===== config.mk =====
export PLATFORM = sky130hd
export DESIGN_NAME = link_rx
export DESIGN_NICKNAME = d
export VERILOG_FILES = /design/src/rtl/lrx_pkg.sv /design/src/rtl/lrx_decode.sv /design/src/rtl/lrx_credit.sv /design/src/rtl/lrx_watchdog.sv /design/src/rtl/link_rx.sv
export SDC_FILE = /design/constraint.sdc
export NUM_CORES = 1
export LEC_CHECK = 0
export BUFFER_PORTS_ARGS = -buffer_cell sky130_fd_sc_hd__buf_2
export CORE_MARGIN = 5
export CORE_UTILIZATION = 30
export CTS_BUF_LIST = sky130_fd_sc_hd__clkbuf_8
export CTS_CLUSTER_SIZE = 8
export DETAILED_ROUTE_END_ITERATION = 7
export GPL_TIMING_DRIVEN = 1
export PLACE_DENSITY = 0.53
export SYNTH_ARGS = -nofsm -noshare
export SYNTH_HDL_FRONTEND = slang
export SYNTH_SLANG_ARGS = --single-unit

===== constraint.sdc =====
create_clock -name clk -period 5.2 [get_ports clk]
set_input_delay 1.04 -clock clk [delete_from_list [all_inputs] [get_ports clk]]
set_output_delay 1.04 -clock clk [all_outputs]
set_load 0.01 [all_outputs]

===== src/rtl/lrx_pkg.sv =====
package lrx_pkg;
  typedef enum logic [1:0] {
    CC_FCT = 2'd0,
    CC_EOP = 2'd1,
    CC_EEP = 2'd2,
    CC_ESC = 2'd3
  } ctrl_code_e;

  localparam int ERR_PARITY = 0;
  localparam int ERR_ESCAPE = 1;
  localparam int ERR_DISC   = 2;
  localparam int ERR_CHAR   = 3;
  localparam int ERR_FCT    = 4;
  localparam int ERR_COUNT  = 5;
endpackage


===== src/rtl/lrx_decode.sv =====
module lrx_decode
  import lrx_pkg::*;
#(
  parameter int DATA_W = 8,
  localparam int CHAR_W = DATA_W + 2
) (
  input  logic              clk,
  input  logic              rst,
  input  logic [CHAR_W-1:0] rx_char,
  input  logic              rx_valid,
  output logic              par_bad,
  output logic              esc_bad,
  output logic              null_seen,
  output logic              fct_seen,
  output logic              nchar_seen,
  output logic [DATA_W:0]   nchar_word
);
  logic       esc_q, esc_d;
  logic       par_ok, is_ctrl;
  ctrl_code_e code;

  always_comb begin
    par_ok     = ^rx_char;
    is_ctrl    = rx_char[DATA_W];
    code       = ctrl_code_e'(rx_char[1:0]);
    nchar_word = {is_ctrl, rx_char[DATA_W-1:0]};
    par_bad    = 1'b0;
    esc_bad    = 1'b0;
    null_seen  = 1'b0;
    fct_seen   = 1'b0;
    nchar_seen = 1'b0;
    esc_d      = esc_q;
    if (rx_valid) begin
      if (!par_ok) begin
        par_bad = 1'b1;
        esc_d   = 1'b0;
      end else if (esc_q) begin
        esc_d = 1'b0;
        if (is_ctrl && code == CC_FCT) null_seen = 1'b1;
        else                           esc_bad   = 1'b1;
      end else if (is_ctrl) begin
        case (code)
          CC_FCT:  fct_seen   = 1'b1;
          CC_ESC:  esc_d      = 1'b1;
          default: nchar_seen = 1'b1;
        endcase
      end else begin
        nchar_seen = 1'b1;
      end
    end
  end

  always_ff @(posedge clk) begin
    if (rst) esc_q <= 1'b0;
    else     esc_q <= esc_d;
  end

  a_r2_bad_parity_dropped: assert property (@(posedge clk) disable iff (rst)
    (rx_valid && !(^rx_char)) |-> !(nchar_seen || fct_seen || null_seen));

  a_r7_after_escape_not_passed: assert property (@(posedge clk) disable iff (rst)
    esc_q |-> !(nchar_seen || fct_seen));

  a_r12_idle_quiet: assert property (@(posedge clk) disable iff (rst)
    !rx_valid |-> !(nchar_seen || fct_seen || null_seen || esc_bad || par_bad));

  a_r12_idle_keeps_escape: assert property (@(posedge clk) disable iff (rst)
    !rx_valid |=> esc_q == $past(esc_q));
endmodule


===== src/rtl/lrx_credit.sv =====
module lrx_credit #(
  parameter int MAX_CREDIT = 7,
  localparam int CRED_W = $clog2(MAX_CREDIT + 1)
) (
  input  logic clk,
  input  logic rst,
  input  logic fct_in,
  input  logic take,
  output logic fct_out,
  output logic overrun
);
  logic [CRED_W-1:0] cnt_q;
  logic              at_max, dec;

  always_comb begin
    at_max  = (cnt_q == CRED_W'(MAX_CREDIT));
    fct_out = fct_in && !at_max;
    overrun = fct_in && at_max;
    dec     = take && (cnt_q != '0);
  end

  always_ff @(posedge clk) begin
    if (rst) cnt_q <= '0;
    else if (fct_out && !dec) cnt_q <= cnt_q + 1'b1;
    else if (!fct_out && dec) cnt_q <= cnt_q - 1'b1;
  end

  a_r8_credit_bound: assert property (@(posedge clk) disable iff (rst)
    cnt_q <= CRED_W'(MAX_CREDIT));

  a_r5_credit_step: assert property (@(posedge clk) disable iff (rst)
    (fct_out && !take) |=> cnt_q == $past(cnt_q) + 1'b1);

  a_r8_take_step: assert property (@(posedge clk) disable iff (rst)
    (!fct_in && take && cnt_q != '0) |=> cnt_q == $past(cnt_q) - 1'b1);
endmodule


===== src/rtl/lrx_watchdog.sv =====
module lrx_watchdog #(
  parameter int DISC_CYCLES = 20,
  localparam int CNT_W = $clog2(DISC_CYCLES + 1)
) (
  input  logic clk,
  input  logic rst,
  input  logic arm,
  input  logic rx_valid,
  output logic armed,
  output logic timeout
);
  logic [CNT_W-1:0] idle_q;
  localparam logic [CNT_W-1:0] LAST = CNT_W'(DISC_CYCLES - 1);

  assign timeout = armed && !rx_valid && (idle_q == LAST);

  always_ff @(posedge clk) begin
    if (rst) begin
      armed  <= 1'b0;
      idle_q <= '0;
    end else begin
      if (arm) armed <= 1'b1;
      if (rx_valid || !armed) idle_q <= '0;
      else if (idle_q != LAST) idle_q <= idle_q + 1'b1;
    end
  end

  a_r10_count_clears: assert property (@(posedge clk) disable iff (rst)
    rx_valid |=> idle_q == '0);

  a_r6_armed_holds: assert property (@(posedge clk) disable iff (rst)
    armed |=> armed);
endmodule


===== src/rtl/link_rx.sv =====
module link_rx
  import lrx_pkg::*;
#(
  parameter int DATA_W      = 8,
  parameter int MAX_CREDIT  = 7,
  parameter int DISC_CYCLES = 20,
  localparam int CHAR_W = DATA_W + 2
) (
  input  logic              clk,
  input  logic              rst,
  input  logic [CHAR_W-1:0] rx_char,
  input  logic              rx_valid,
  output logic              fifo_wr_valid,
  input  logic              fifo_wr_ready,
  output logic [DATA_W:0]   fifo_wr_data,
  input  logic              credit_take,
  output logic              fct_pulse,
  output logic              link_up,
  output logic              err_parity,
  output logic              err_escape,
  output logic              err_disc,
  output logic              err_char,
  output logic              err_fct
);
  logic par_bad, esc_bad, null_seen, fct_seen, nchar_seen;
  logic fct_over, disc_to;
  logic [ERR_COUNT-1:0] err_set, err_q;

  lrx_decode #(.DATA_W(DATA_W)) u_decode (
    .clk(clk), .rst(rst), .rx_char(rx_char), .rx_valid(rx_valid),
    .par_bad(par_bad), .esc_bad(esc_bad), .null_seen(null_seen),
    .fct_seen(fct_seen), .nchar_seen(nchar_seen), .nchar_word(fifo_wr_data)
  );

  lrx_credit #(.MAX_CREDIT(MAX_CREDIT)) u_credit (
    .clk(clk), .rst(rst), .fct_in(fct_seen), .take(credit_take),
    .fct_out(fct_pulse), .overrun(fct_over)
  );

  lrx_watchdog #(.DISC_CYCLES(DISC_CYCLES)) u_watchdog (
    .clk(clk), .rst(rst), .arm(null_seen), .rx_valid(rx_valid),
    .armed(link_up), .timeout(disc_to)
  );

  assign fifo_wr_valid = nchar_seen;

  always_comb begin
    err_set             = '0;
    err_set[ERR_PARITY] = par_bad;
    err_set[ERR_ESCAPE] = esc_bad;
    err_set[ERR_DISC]   = disc_to;
    err_set[ERR_CHAR]   = nchar_seen && !fifo_wr_ready;
    err_set[ERR_FCT]    = fct_over;
  end

  for (genvar i = 0; i < ERR_COUNT; i++) begin : g_sticky
    always_ff @(posedge clk) begin
      if (rst)             err_q[i] <= 1'b0;
      else if (err_set[i]) err_q[i] <= 1'b1;
    end
  end

  assign err_parity = err_q[ERR_PARITY];
  assign err_escape = err_q[ERR_ESCAPE];
  assign err_disc   = err_q[ERR_DISC];
  assign err_char   = err_q[ERR_CHAR];
  assign err_fct    = err_q[ERR_FCT];

  a_r11_flags_sticky: assert property (@(posedge clk) disable iff (rst)
    $past(!rst) |-> (($past(err_q) & ~err_q) == '0));

  a_r9_overflow_flagged: assert property (@(posedge clk) disable iff (rst)
    (fifo_wr_valid && !fifo_wr_ready) |=> err_char);

  a_r10_disc_needs_link: assert property (@(posedge clk) disable iff (rst)
    $rose(err_disc) |-> ($past(link_up) && $past(!rx_valid)));

  a_r5_token_not_pushed: assert property (@(posedge clk) disable iff (rst)
    !(fct_pulse && fifo_wr_valid));

  a_r1_reset_clear: assert property (@(posedge clk)
    $past(rst) |-> (err_q == '0 && !link_up));
endmodule


==> flow_metrics.env <==
export IMPL_run_status="complete, no violations"
export IMPL_period_share=0.748
export IMPL_crit_top_cell="buf_2"
export IMPL_dp_hpwl_um=1340
export IMPL_core_area_mm2=0.00278
export IMPL_p_per_area_mw_per_mm2=343
export IMPL_die_width_um=64.2
export IMPL_relSlewSlack=0.653
export IMPL_finalSetupTns_ns=0
export IMPL_max_slew_worst_pin_slew_ns=0.517
export IMPL_drive_gt1_frac=0.347
export IMPL_min_path_type="reg -> reg"
export IMPL_comb_power_share=0.331
export IMPL_ys_top_cells_by_area="dfxtp_1, xor2_1, buf_4, ha_1, inv_1"
export IMPL_cp_required_ns=4.16
export IMPL_placedCellCount=145
export IMPL_syn2layout_area_growth_pct=18.7
export IMPL_cts_hold_buf=0
export IMPL_pwr_share_clk=0.259
export IMPL_drt_pass1_iterations=2
export IMPL_synth_edf_count=0
export IMPL_dr_first_iter_drc_count=21
export IMPL_peakVddDrop_v=0.000228
export IMPL_worstPathCellList="buf_2 > inv_1 > ha_1 > xnor2_1 > xnor3_2 > xnor2_2 > nor4_1 > buf_2"
export IMPL_clk_latency_ns=0.24
export IMPL_syn_area_um2=881
export IMPL_ys_async_sr_fraction=0
export IMPL_syn_inst=94
export IMPL_r2r_setup_slack_ns=2.86
export IMPL_synthTopCellsByCount="dfxtp_1, inv_1, buf_4"
export IMPL_track_usage=0.0840
export IMPL_post_cts_setup_buffer_count=0
export IMPL_fin_cells=149
export IMPL_antenna_cells=0
export IMPL_grt_overflow=0
export IMPL_hold_viol=0
export IMPL_p_int_mw=0.242
export IMPL_chipHeight_um=64.2
export IMPL_cts_buffers=3
export IMPL_wl_per_cell_um=10.8
export IMPL_worstPathArrival_ns=2.85
export IMPL_cts_tree="built"
export IMPL_r2r_start="u_decode.esc_q"
export IMPL_grt_pass1_wl_um=2850
export IMPL_synthDistinctLibCells=29
export IMPL_cp_slowest_cell="nor4_1"
export IMPL_synth_most_common_cell="dfxtp_1"
export IMPL_dieArea_mm2=0.00412
export IMPL_r2r_cells=9
export IMPL_initial_utilization=0.317
export IMPL_finClkSkew_ns=0.00256
export IMPL_ios=32
export IMPL_switchingPower_mw=0.117
export IMPL_synth_area_leader_cell="dfxtp_1"
export IMPL_clk_path_buf_depth=2
export IMPL_hold_end="err_fct"
export IMPL_ys_ff_latch=15
export IMPL_final_nets=139
export IMPL_startpoint_type="input pin"
export IMPL_gp_congestion=0.696
export IMPL_synth_seq_area_share=0.341
export IMPL_drc=0
export IMPL_critical_path_class="in -> out"
export IMPL_htreeDepth=1
export IMPL_endpoint_kind="output pin"
export IMPL_hold_depth=2
export IMPL_p_leak_nw=0.483
export IMPL_critPathMaxFanout=7
export IMPL_postRouteAntennaNets=0
export IMPL_root_buffer="clkbuf_8"
export IMPL_fmax_mhz=257
export IMPL_port_buffers=31
export IMPL_r2r_end="u_credit.cnt_q[2]"
export IMPL_clk_pin_slew_ns=0.06
export IMPL_synth_avg_cell_area_um2=9.37
export IMPL_ys_flop_type="dfxtp_1"
export IMPL_first_global_vias=693
export IMPL_ctsResizeCount=0
export IMPL_clkSinkCount=15
export IMPL_setup_viol=0
export IMPL_viasPerCell=4.48
export IMPL_post_route_min_period_ns=3.89
export IMPL_cap_violations=0
export IMPL_switching_share=0.325
export IMPL_yosysTopAreaCellShare=0.341
export IMPL_cpPeakStageDelay_ns=0.44
export IMPL_grt_max_degree=15
export IMPL_antenna_found_initial=0
export IMPL_ys_warnings_count=0
export IMPL_drv_slew=0
export IMPL_fp_row_count=19
export IMPL_rsz0062_at_grt="false"
export IMPL_synth_fp_nets=114
export IMPL_vias=668
export IMPL_routed_wl_um=1600
export IMPL_p_seq_frac=0.409
export IMPL_hold_start="err_fct"
through the flow:
step	worst slack (ns)	hold WS (ns)	cell area, um^2	total power, mW	util
after global placement	1.31	0.444	1000	0.264	0.359
after CTS	1.29	0.456	1050	0.363	0.376
final	1.31	0.454	1050	0.359	0.376
after floorplan	1.30	0.468	881	0.239	-
after detailed placement	1.17	0.443	1000	0.268	0.359
after global routing	1.14	0.475	1050	0.384	0.376
worst max path at each step:
stage                              to       start  depth (start not counted)  slack [ns]
CTS                         fct_pulse  rx_char[0]                          8        1.29
global route                fct_pulse  rx_char[0]                          8        1.14
floorplan           u_credit.cnt_q[2]  rx_char[0]                         12        1.30
global placement    u_credit.cnt_q[2]  rx_char[0]                         13        1.31
finish                      fct_pulse  rx_char[0]                          8        1.31
detailed placement  u_credit.cnt_q[2]  rx_char[0]                         13        1.17
worst max-delay path, delay by kind of cell:
family                   cells  cell delay (ns)
buffers and inverters        3             0.35
AND/OR/NAND/NOR              1             0.44
adder cells (fa/ha/maj)      1             0.31
XOR/XNOR                     3             0.70
placed cells by master (no fill, tap or decap), types with 2 or more instances in the layout:
master,count
buf_2,31
dfxtp_1,15
inv_1,10
xor2_1,8
nor2_1,7
nand2_1,5
ha_1,4
xnor2_1,3
nor3_1,3
o22ai_1,3
or3_1,3
o32ai_1,3
clkbuf_8,3
nand2b_1,2
nand3_1,2
mux2i_1,2
cell type report:
type / count / area (um^2)
clock buffers: 3 / 41.3
clock inverters: 1 / 5.00
fillers: 278 / 1740
inverters: 10 / 37.5
multi-input cells: 58 / 468
flip-flops and latches: 15 / 300
well taps: 31 / 38.8
repair buffers: 31 / 155
power by group through the flow:
stage	Sequential, mW	Clock [mW]	Combinational, mW
5_1_grt	0.149	0.103	0.133
3_3_place_gp	0.148	0	0.117
4_1_cts	0.146	0.0962	0.121
2_1_floorplan	0.147	0	0.0922
6_report	0.147	0.0931	0.119
3_5_place_dp	0.149	0	0.119
state kept, by name, summed over array words and instances (netlist names):
| register | cells |
|---|---|
| u_watchdog.idle_q | 5 |
| u_credit.cnt_q | 3 |
| err_char | 1 |
| err_disc | 1 |
| err_escape | 1 |
| err_fct | 1 |
| err_parity | 1 |
| u_decode.esc_q | 1 |
| u_watchdog.armed | 1 |
kinds of logic after synthesis:
kind of cell | after synthesis | synth area share
DFF | 15 | 0.341
adders and majority gates | 5 | 0.0795
xor gates and xnor gates | 14 | 0.186
buffers and inverters | 21 | 0.128
and+or+nand+nor | 27 | 0.153
muxes | 2 | 0.0227
AOI/OAI and AO/OA | 10 | 0.0895
metal layers:
| metal | track usage | share of wire |
|---|---|---|
| met1 | 0.101 | 0.47 |
| met2 | 0.141 | 0.47 |
| met3 | 0.0193 | 0.045 |
| met4 | 0.0382 | 0.015 |
| met5 | 0 | 0 |
(Power assumes the default switching activity.)
